<file path="src/rtl/sem_pkg.sv">
package sem_pkg;
    localparam int NUM_SEM = 8;
    localparam int DATA_W  = 8;
    localparam int IDX_W   = $clog2(NUM_SEM);

    typedef enum logic [1:0] {
        HOLD_NONE  = 2'd0,
        HOLD_LEFT  = 2'd1,
        HOLD_RIGHT = 2'd2
    } holder_e;

    typedef struct packed {
        holder_e holder;
        logic    wait_l;
        logic    wait_r;
    } sem_st_t;
endpackage

</file>
<file path="src/rtl/sem_port_dec.sv">
module sem_port_dec #(
    parameter int NUM_SEM = 8,
    parameter int DATA_W  = 8,
    localparam int IDX_W  = $clog2(NUM_SEM)
) (
    input  logic               mem_ce_n,
    input  logic               sem_n,
    input  logic               we,
    input  logic [IDX_W-1:0]   addr,
    input  logic [DATA_W-1:0]  wdata,
    input  logic [NUM_SEM-1:0] own_vec,
    output logic               acc,
    output logic [NUM_SEM-1:0] wr_vec,
    output logic               wbit,
    output logic [DATA_W-1:0]  rdata
);
    always_comb begin
        acc    = mem_ce_n && !sem_n;
        wbit   = wdata[0];
        wr_vec = '0;
        for (int i = 0; i < NUM_SEM; i++) begin
            if (acc && we && (addr == IDX_W'(i))) wr_vec[i] = 1'b1;
        end
        rdata = acc ? {DATA_W{!own_vec[addr]}} : '0;
    end
endmodule

</file>
<file path="src/rtl/sem_cell.sv">
module sem_cell
    import sem_pkg::*;
(
    input  logic clk,
    input  logic rst_n,
    input  logic wl,
    input  logic vl,
    input  logic wr,
    input  logic vr,
    output logic own_l,
    output logic own_r
);
    sem_st_t st_d, st_q;

    always_comb begin
        st_d = st_q;
        unique case (st_q.holder)
            HOLD_NONE: begin
                if (wl && !vl) begin
                    st_d.holder = HOLD_LEFT;
                    st_d.wait_r = wr && !vr;
                end else if (wr && !vr) begin
                    st_d.holder = HOLD_RIGHT;
                end
            end
            HOLD_LEFT: begin
                if (wr) st_d.wait_r = !vr;
                if (wl && vl) begin
                    if (st_d.wait_r) begin
                        st_d.holder = HOLD_RIGHT;
                        st_d.wait_r = 1'b0;
                    end else begin
                        st_d.holder = HOLD_NONE;
                    end
                end
            end
            HOLD_RIGHT: begin
                if (wl) st_d.wait_l = !vl;
                if (wr && vr) begin
                    if (st_d.wait_l) begin
                        st_d.holder = HOLD_LEFT;
                        st_d.wait_l = 1'b0;
                    end else begin
                        st_d.holder = HOLD_NONE;
                    end
                end
            end
            default: st_d = '{HOLD_NONE, 1'b0, 1'b0};
        endcase
    end

    always_ff @(posedge clk or negedge rst_n) begin
        if (!rst_n) st_q <= '{HOLD_NONE, 1'b0, 1'b0};
        else        st_q <= st_d;
    end

    assign own_l = (st_q.holder == HOLD_LEFT);
    assign own_r = (st_q.holder == HOLD_RIGHT);
endmodule

</file>
<file path="src/rtl/sem_bank.sv">
module sem_bank
    import sem_pkg::*;
(
    input  logic              clk,
    input  logic              rst_n,
    input  logic              l_mem_ce_n,
    input  logic              l_sem_n,
    input  logic              l_we,
    input  logic [IDX_W-1:0]  l_addr,
    input  logic [DATA_W-1:0] l_wdata,
    output logic [DATA_W-1:0] l_rdata,
    input  logic              r_mem_ce_n,
    input  logic              r_sem_n,
    input  logic              r_we,
    input  logic [IDX_W-1:0]  r_addr,
    input  logic [DATA_W-1:0] r_wdata,
    output logic [DATA_W-1:0] r_rdata
);
    logic               l_acc, r_acc, l_wbit, r_wbit;
    logic [NUM_SEM-1:0] l_wr, r_wr, own_l, own_r;

    sem_port_dec #(.NUM_SEM(NUM_SEM), .DATA_W(DATA_W)) u_ldec (
        .mem_ce_n(l_mem_ce_n), .sem_n(l_sem_n), .we(l_we), .addr(l_addr),
        .wdata(l_wdata), .own_vec(own_l), .acc(l_acc), .wr_vec(l_wr),
        .wbit(l_wbit), .rdata(l_rdata)
    );

    sem_port_dec #(.NUM_SEM(NUM_SEM), .DATA_W(DATA_W)) u_rdec (
        .mem_ce_n(r_mem_ce_n), .sem_n(r_sem_n), .we(r_we), .addr(r_addr),
        .wdata(r_wdata), .own_vec(own_r), .acc(r_acc), .wr_vec(r_wr),
        .wbit(r_wbit), .rdata(r_rdata)
    );

    for (genvar g = 0; g < NUM_SEM; g++) begin : g_cell
        sem_cell u_cell (
            .clk(clk), .rst_n(rst_n),
            .wl(l_wr[g]), .vl(l_wbit), .wr(r_wr[g]), .vr(r_wbit),
            .own_l(own_l[g]), .own_r(own_r[g])
        );
    end
endmodule

</file>
<file path="config.mk">
export PLATFORM = sky130hd
export DESIGN_NAME = sem_bank
export DESIGN_NICKNAME = d
export VERILOG_FILES = /design/src/rtl/sem_pkg.sv /design/src/rtl/sem_port_dec.sv /design/src/rtl/sem_cell.sv /design/src/rtl/sem_bank.sv
export SDC_FILE = /design/constraint.sdc
export NUM_CORES = 1
export LEC_CHECK = 0
export BUFFER_PORTS_ARGS = -buffer_cell sky130_fd_sc_hd__clkbuf_2
export CAP_MARGIN = 20
export CORE_MARGIN = 2
export CORE_UTILIZATION = 52
export DETAILED_ROUTE_END_ITERATION = 12
export MAX_ROUTING_LAYER = met4
export PLACE_DENSITY = 0.76
export SETUP_SLACK_MARGIN = 0.1
export SYNTH_ARGS = -nofsm -noshare
export SYNTH_HDL_FRONTEND = slang
export SYNTH_HIERARCHICAL = 1
export SYNTH_SLANG_ARGS = --single-unit
</file>
<file path="constraint.sdc">
create_clock -name clk -period 2.7 [get_ports clk]
set_input_delay 0.81 -clock clk [delete_from_list [all_inputs] [get_ports clk]]
set_output_delay 0.81 -clock clk [all_outputs]
set_load 0.01 [all_outputs]
</file>
# Yosys cells after proc, flatten, opt, wreduce, memory -nomap -nowiden

Index checks and enable logic that the tools add are counted.

Logic and storage cells: 330
Flip-flop bits (word level): 32

Reductions and logical operators: 92
Multiplexer cells: 142
Bitwise operators: 8
Eq/ne operators: 62
$lt $le $gt $ge: 2

Operators by type and width:

| kind               | count |
|---|---|
| $mux 1             | 74 |
| $mux 2             | 32 |
| $logic_and 1x1->1  | 52 |
| $pmux 2 s3         | 8 |
| $ne 2x2->1 const B | 16 |
| $eq 3x3->1 const B | 8 |
| $mux 3             | 8 |
| $ne 3x1->1 const B | 8 |
| $pmux 1 s3         | 8 |
| $reduce_and 3->1   | 8 |
| $eq 2x1->1 const B | 8 |
| $eq 2x2->1 const B | 8 |
| $logic_not 2->1    | 8 |
| $mux 8             | 2 |
| $ne 2x1->1 const B | 8 |
| $pmux 1 s2         | 8 |
| $reduce_and 2->1   | 8 |
| $reduce_or 2->1    | 8 |
| $eq 3x2->1 const B | 4 |
| $lt 3x4->1 const B | 2 |
| $not 1->1          | 8 |
| $bmux 1 s3         | 2 |
| $eq 3x1->1 const B | 2 |
| $logic_not 1->1    | 6 |
| $logic_not 3->1    | 2 |

# Depth between registers and ports, before layout

Gate-level depths: netlist of the first run.

Depth in word-level cells: 10
Depth in mapped cells: 7
Gate-level depth less buffers: 7

# Hierarchy

Netlist of the first run, hierarchy kept.

By module, submodules not included:

| module       | times used | cells an instance | area each (µm²) |
|---|---|---|---|
| sem_cell     | 8          | 35                | 290.3 |
| sem_port_dec | 2          | 29                | 209.0 |

# Least setup slack after synthesis of the first run

Ideal clock, no wire load.

Kind: input to output
From: input l_addr[1]
To: output l_rdata[1]
Path slack: -0.011 ns
Cell stages on the path: 5
Path buffers: 2
Arrival time: 1.901 ns
Path through: buf_6 -> mux2i_1 -> mux4_2 -> and2_1 -> buf_4

Cells in the longest elaborated chain, start to end: 4

RTL lines:

| item                         | RTL line           | text |
|---|---|---|
| start: declaration           | sem_bank.sv:9      | `input logic [IDX_W-1:0] l_addr,` |
| $bmux 1 s3                   | sem_port_dec.sv:24 | `rdata = acc ? {DATA_W{!own_vec[addr]}} : '0;` |
| $mux 1 (implied by the code) | sem_port_dec.sv:24 |  |
| $logic_not 1->1              | sem_port_dec.sv:24 |  |
| $mux 8                       | sem_port_dec.sv:24 |  |
| end: declaration             | sem_bank.sv:11     | `output logic [DATA_W-1:0] l_rdata,` |

Every way passes these cells. The select of a mux whose other input is x is not followed.

# Worst setup path in the final report of the first run

From: input l_addr[1]
To: output l_rdata[7]

Same word-level chain as after synthesis.

==> reports/results.tsv, run 1 <==
metric	value	unit
crit_arrival	1.88	ns
synth-seq-cells	32	
cts_buffers	5	
power	2.16	mW
clk_pin_slew	0.07	ns
vias_per_cell	5.62	
comb_power_share	46.0	%
setup_viol	0	
cp_slowest_cell	mux4_2	
p_sw	0.891	mW
power_frac_seq	37.2	%
track_usage	22.9	%
syn-num-nets	368	
n_antenna_cell	0	
ant_nets	0	
worstPathCellList	clkbuf_16 -> mux2i_1 -> mux4_2 -> and2_4 -> clkbuf_2	
timing.setup.tns	0	ns
place_congestion	0.920	
busiest_layer	met2	
worst_slew_pin_slew	0.842	ns
report.final.slew_viol_count	0	
clk_path_buf_depth	2	
rows	26	
core_area	5110	um^2
cp_max_fo	8	
yosys.cell_types.count	30	
wl	6.62	mm
cp.buffers_inverters	2	
grt-ovfl-total	0	
cts.sinks	32	
fp.dieW	76.6	um
status	complete, no violations	
crit_type	input port to output pin	
pwr-share-clk	16.8	%
timing.fmax	372	MHz
grt_pass1_wl	10.8	mm
first_global_vias	2403	
avgSynthCellArea	8.11	um^2
startpoint_type	input port	
cts_tree	yes	
cell_internal_pwr	1.27	mW
largest_reg_flops	32	
drtIter0Drc	84	
drc	0	
rsz0062_at_grt	true	
irDropWorstVdd	0.000403	V
final.setup_skew	0.00731	ns
hold_viol_final	0	
worstSetupEndpointType	output pin	
die_h	76.6	um
power.leakage	1.54	nW
use_met1	28.0	%
routedWlPerCell	14.7	um
reg_top3	g_cell.u_cell/st_q (32)	
seq_area_frac_synth	29.2	%
htreeDepth	2	
critPathMaxStageDelay	0.46	ns
grt_max_degree	33	
place_hpwl	4.55	mm
area_growth	18.5	%
hold_path_class	flip-flop to flip-flop	
insertion_delay	0.29	ns
timing.final.crit_share	99.5	%
switching_share	41.2	%
synth_cells	338	
via_count	2534	
synth.cell_area	2740	um^2
crit_family	multiplexers	
power.density	665	nW/um^2
drv_cap	0	
slew-limit-headroom	43.9	%
hold_buffers	0	
required	1.89	ns
period_minus_slack	2.69	ns
gr-usage-met3	4.74	%
grtUsageMet2	38.3	%
antenna_found_initial	0	
root_buffer	clkbuf_8	
start_util	53.7	%
fin_nets	411	
port_buffers	31	
dr.pass1.iters	4	
top_register	g_cell.u_cell/st_q	
ys_warn_count	6	
dieArea	5870	um^2
drive_gt1_share	27.3	%
ios	46	
## final timing paths
kind	from	endpoint	slack, ns	cells after the start
max in group asynchronous	rst_n	g_cell[2].u_cell/st_q[3]$_DFFE_PN0P_	1.51	1
worst min-delay path	g_cell[7].u_cell/st_q[1]$_DFFE_PN0N_	g_cell[7].u_cell/st_q[1]$_DFFE_PN0N_	0.49	1
worst min register to register	g_cell[7].u_cell/st_q[1]$_DFFE_PN0N_	g_cell[7].u_cell/st_q[1]$_DFFE_PN0N_	0.49	1
min in group asynchronous	rst_n	g_cell[2].u_cell/st_q[2]$_DFFE_PN0P_	0.61	1
worst max register to register	g_cell[7].u_cell/st_q[2]$_DFFE_PN0P_	g_cell[7].u_cell/st_q[2]$_DFFE_PN0P_	1.34	5
worst max-delay path	l_addr[1]	l_rdata[7]	0.01	5
## logic make-up after synthesis
logic type | synth area share (%)
AOI/OAI and AO/OA | 30.7
muxes | 7.49
buffers and inverters | 10.7
DFF | 29.2
and+or+nand+nor | 21.9
## layer usage
metal,vias to the layer above,routed length (um)
met3,9,269
li1,1285,-
met2,59,3290
met1,1181,2980
met5,-,0
met4,0,81
## worst reg2reg max path, stage by stage (launching register included)
cell and delay [ns]:
dfrtp_1 0.41, nor2b_4 0.15, buf_4 0.13, a21boi_0 0.12, a211o_1 0.28, o22a_1 0.16
## power by group through the flow
stage | Combinational [mW] | Sequential, mW | Clock (mW)
floorplan | 0.672 | 0.742 | 0
global placement | 0.775 | 0.784 | 0
detailed placement | 0.793 | 0.786 | 0
CTS | 0.851 | 0.796 | 0.374
global route | 1.10 | 0.824 | 0.388
finish | 0.994 | 0.803 | 0.363
## stage by stage
step	std cells	setup WS [ns]	hold WS, ns	utilization [%]	cell area (um^2)
5_1_grt	451	-0.0175	0.525	63.6	3250
2_1_floorplan	338	0.0729	0.455	-	2780
6_report	451	0.0129	0.494	63.6	3250
3_3_place_gp	429	-0.0250	0.473	56.9	2910
4_1_cts	444	0.0243	0.497	61.0	3120
3_5_place_dp	429	-0.0522	0.479	56.9	2910
## cell usage after synthesis
cell,instances,area (um^2)
a21boi_0,8,60.1
mux4_2,2,45.0
o2bb2ai_1,8,70.1
or2b_1,2,15.0
o32ai_1,8,70.1
a21oi_1,24,120
inv_1,32,120
nor2b_2,8,70.1
nand3_1,2,10.0
and2b_1,16,120
o221ai_1,8,70.1
nand3b_1,2,15.0
nand2_1,26,97.6
a211o_1,8,70.1
a21boi_1,8,60.1
inv_2,8,30.0
buf_4,16,120
o31ai_1,8,60.1
mux2i_1,16,160
nor3_1,4,20.0
a21oi_2,8,70.1
and2_1,2,12.5
o22a_1,8,70.1
nor2b_1,2,12.5
nand2b_1,10,62.6
o211ai_1,8,60.1
dfrtp_1,32,801
nor2_1,44,165
o21bai_1,8,60.1
buf_6,2,22.5
## placed cells by master (no fill, tap or decap), types with 3 or more instances in the layout
| cell type | netlist | final |
|---|---|---|
| nand2b_4 | 0 | 7 |
| o22a_1 | 8 | 8 |
| nand2b_1 | 10 | 3 |
| inv_2 | 8 | 8 |
| clkbuf_8 | 0 | 5 |
| dfrtp_1 | 32 | 23 |
| o32ai_1 | 8 | 8 |
| a21oi_2 | 8 | 8 |
| nand2_1 | 26 | 26 |
| mux2i_1 | 16 | 16 |
| nor2_1 | 44 | 44 |
| inv_1 | 32 | 32 |
| a211o_1 | 8 | 8 |
| o221ai_1 | 8 | 8 |
| dfrtp_2 | 0 | 9 |
| buf_6 | 2 | 6 |
| nor2b_2 | 8 | 6 |
| buf_4 | 16 | 23 |
| o21bai_1 | 8 | 8 |
| a21boi_1 | 8 | 8 |
| a21oi_1 | 24 | 24 |
| o211ai_1 | 8 | 8 |
| nor3_1 | 4 | 4 |
| a21boi_0 | 8 | 8 |
| o2bb2ai_1 | 8 | 8 |
| and2b_1 | 16 | 16 |
| o31ai_1 | 8 | 8 |
| clkbuf_2 | 0 | 23 |
## cell type report
class                   count  area, um^2
repair buffers             54         405
multi-input cells         248        1710
flip-flops and latches     32         812
inverters                  40         150
fillers                   451        1860
well taps                  70        87.6
clock inverters             1        5.00
clock buffers               6        72.6
## repair_timing
item	in CTS	in global routing
gates resized for setup	18	18
setup buffers	8	7
setup endpoints to repair	16	16
No activity file was read; power rests on OpenSTA's default activity.
==> inputs of run 2 (changes only) <==
--- a/config.mk
+++ b/config.mk
@@ -11,5 +11,4 @@
 export CORE_UTILIZATION = 52
 export DETAILED_ROUTE_END_ITERATION = 12
-export MAX_ROUTING_LAYER = met4
 export PLACE_DENSITY = 0.76
 export SETUP_SLACK_MARGIN = 0.1
==> constraint.sdc (replaced) <==
create_clock -name clk -period 2.7 [get_ports clk]
set_input_delay 0.405 -clock clk [delete_from_list [all_inputs] [get_ports clk]]
set_output_delay 0.405 -clock clk [all_outputs]
set_load 0.01 [all_outputs]
==> reports/results.tsv, run 2 (synthesis gave the netlist of run 1 again) <==
metric	value	unit
status	complete, no violations	
cp_max_fo	8	
slew-limit-headroom	44.9	%
busiest_layer	met2	
rsz0062_at_grt	false	
drv_cap	0	
grt-ovfl-total	0	
power.density	669	nW/um^2
root_buffer	clkbuf_8	
n_antenna_cell	0	
final_cell_count_no_fill	428	
hold_path_class	input port to async pin	
hold_viol_final	0	
cts_buffers	5	
multi_input_area	1650	um^2
clk_pin_slew	0.06	ns
place_hpwl	4.57	mm
cts.sinks	32	
fill_cells	461	
wl	5.99	mm
required	2.30	ns
crit_arrival	2.00	ns
htreeDepth	2	
timing.fmax	416	MHz
hold_buffers	0	
timing.final.crit_share	89.0	%
vias_per_cell	5.73	
timing.setup.tns	0	ns
cts_tree	yes	
antenna_found_initial	0	
drc	0	
worst_slew_pin_slew	0.826	ns
crit_type	flip-flop to output pin	
largest_reg_flops	32	
grtUsageMet2	36.9	%
period_minus_slack	2.40	ns
regArea	801	um^2
cts_resized	0	
worstPathCellList	nand2b_1 -> inv_1 -> mux2i_1 -> mux4_2 -> and2_1 -> clkbuf_2	
place_congestion	0.891	
dr.pass1.iters	4	
crit_start	g_cell[5].u_cell/st_q[2]$_DFFE_PN0P_	
post_dp_cell_area	2840	um^2
layout_common_cells	nor2_1, inv_1, dfrtp_1, clkbuf_2, nand2_1	
mostFrequentLayoutCell	nor2_1	
ff2ff_setup_slack	1.35	ns
power.leakage	1.40	nW
ant_nets	0	
use_met1	27.2	%
clk_path_buf_depth	2	
grt_pass1_wl	10.3	mm
start_util	53.7	%
fin_nets	388	
final_core_util	57.5	%
critPathMaxStageDelay	0.47	ns
drtIter0Drc	81	
setup_viol	0	
cp_slowest_cell	mux4_2	
port_buffers	31	
final.setup_skew	0.00195	ns
rows	26	
fp.dieW	76.6	um
area_growth	7.17	%
startpoint_type	flip-flop	
regToRegStartpoint	g_cell[3].u_cell/st_q[2]$_DFFE_PN0P_	
via_count	2451	
die_h	76.6	um
reg2reg_depth	4	
insertion_delay	0.28	ns
timing.rr.end	g_cell[3].u_cell/st_q[2]$_DFFE_PN0P_	
reg_top3	g_cell.u_cell/st_q (32)	
track_usage	21.4	%
core_area	5110	um^2
routedWlPerCell	14.0	um
hold_ws	0.210	ns
worstSetupEndpointType	output pin	
gr-usage-met3	4.27	%
top_register	g_cell.u_cell/st_q	
dieArea	5870	um^2
dp_cells	421	
postCtsSetupBuffers	0	
stdcell_area	2940	um^2
ios	46	
drive_gt1_share	17.9	%
irDropWorstVdd	0.000417	V
first_global_vias	2373	
grt_max_degree	33	
report.final.slew_viol_count	0	
[run 2: through the flow]
| stage | worst slack [ns] | power, mW |
|---|---|---|
| floorplan | 0.729 | 1.40 |
| global placement | 0.537 | 1.55 |
| detailed placement | 0.514 | 1.57 |
| CTS | 0.293 | 1.98 |
| global route | 0.214 | 2.12 |
| finish | 0.297 | 1.97 |
[run 2: per-layer routing]
| metal | vias up | wire length, um |
|---|---|---|
| li1 | 1235 | - |
| met1 | 1150 | 2780 |
| met2 | 61 | 2910 |
| met3 | 5 | 252 |
| met4 | 0 | 48 |
| met5 | - | 0 |
[run 2: critical path, delay by kind of cell, from the launching register on]
family	cells	cell delay, ns
buffers and inverters	2	0.26
DFF	1	0.45
and+or+nand+nor	2	0.48
muxes	2	0.53
[run 2: worst max path at each step]
stage | slack, ns | to | depth (start not counted)
2_1_floorplan | 0.73 | r_rdata[1] | 6
3_3_place_gp | 0.54 | g_cell[4].u_cell/st_q[2]$_DFFE_PN0P_ | 8
3_5_place_dp | 0.51 | g_cell[4].u_cell/st_q[2]$_DFFE_PN0P_ | 8
4_1_cts | 0.29 | r_rdata[7] | 6
5_1_grt | 0.21 | r_rdata[3] | 6
6_report | 0.30 | r_rdata[7] | 6
[run 2: cell type report]
cell class / count / share of cell area (%)
Multi-Input combinational cell: 248 / 56.1
Inverter: 40 / 5.11
Timing Repair Buffer: 31 / 5.28
Tap cell: 70 / 2.98
Clock buffer: 7 / 3.28
Sequential cell: 32 / 27.3
[run 2: where the power goes]
part / switching, mW / internal, mW
sequential: 0.191 / 0.592
combinational: 0.445 / 0.345
clock: 0.166 / 0.227
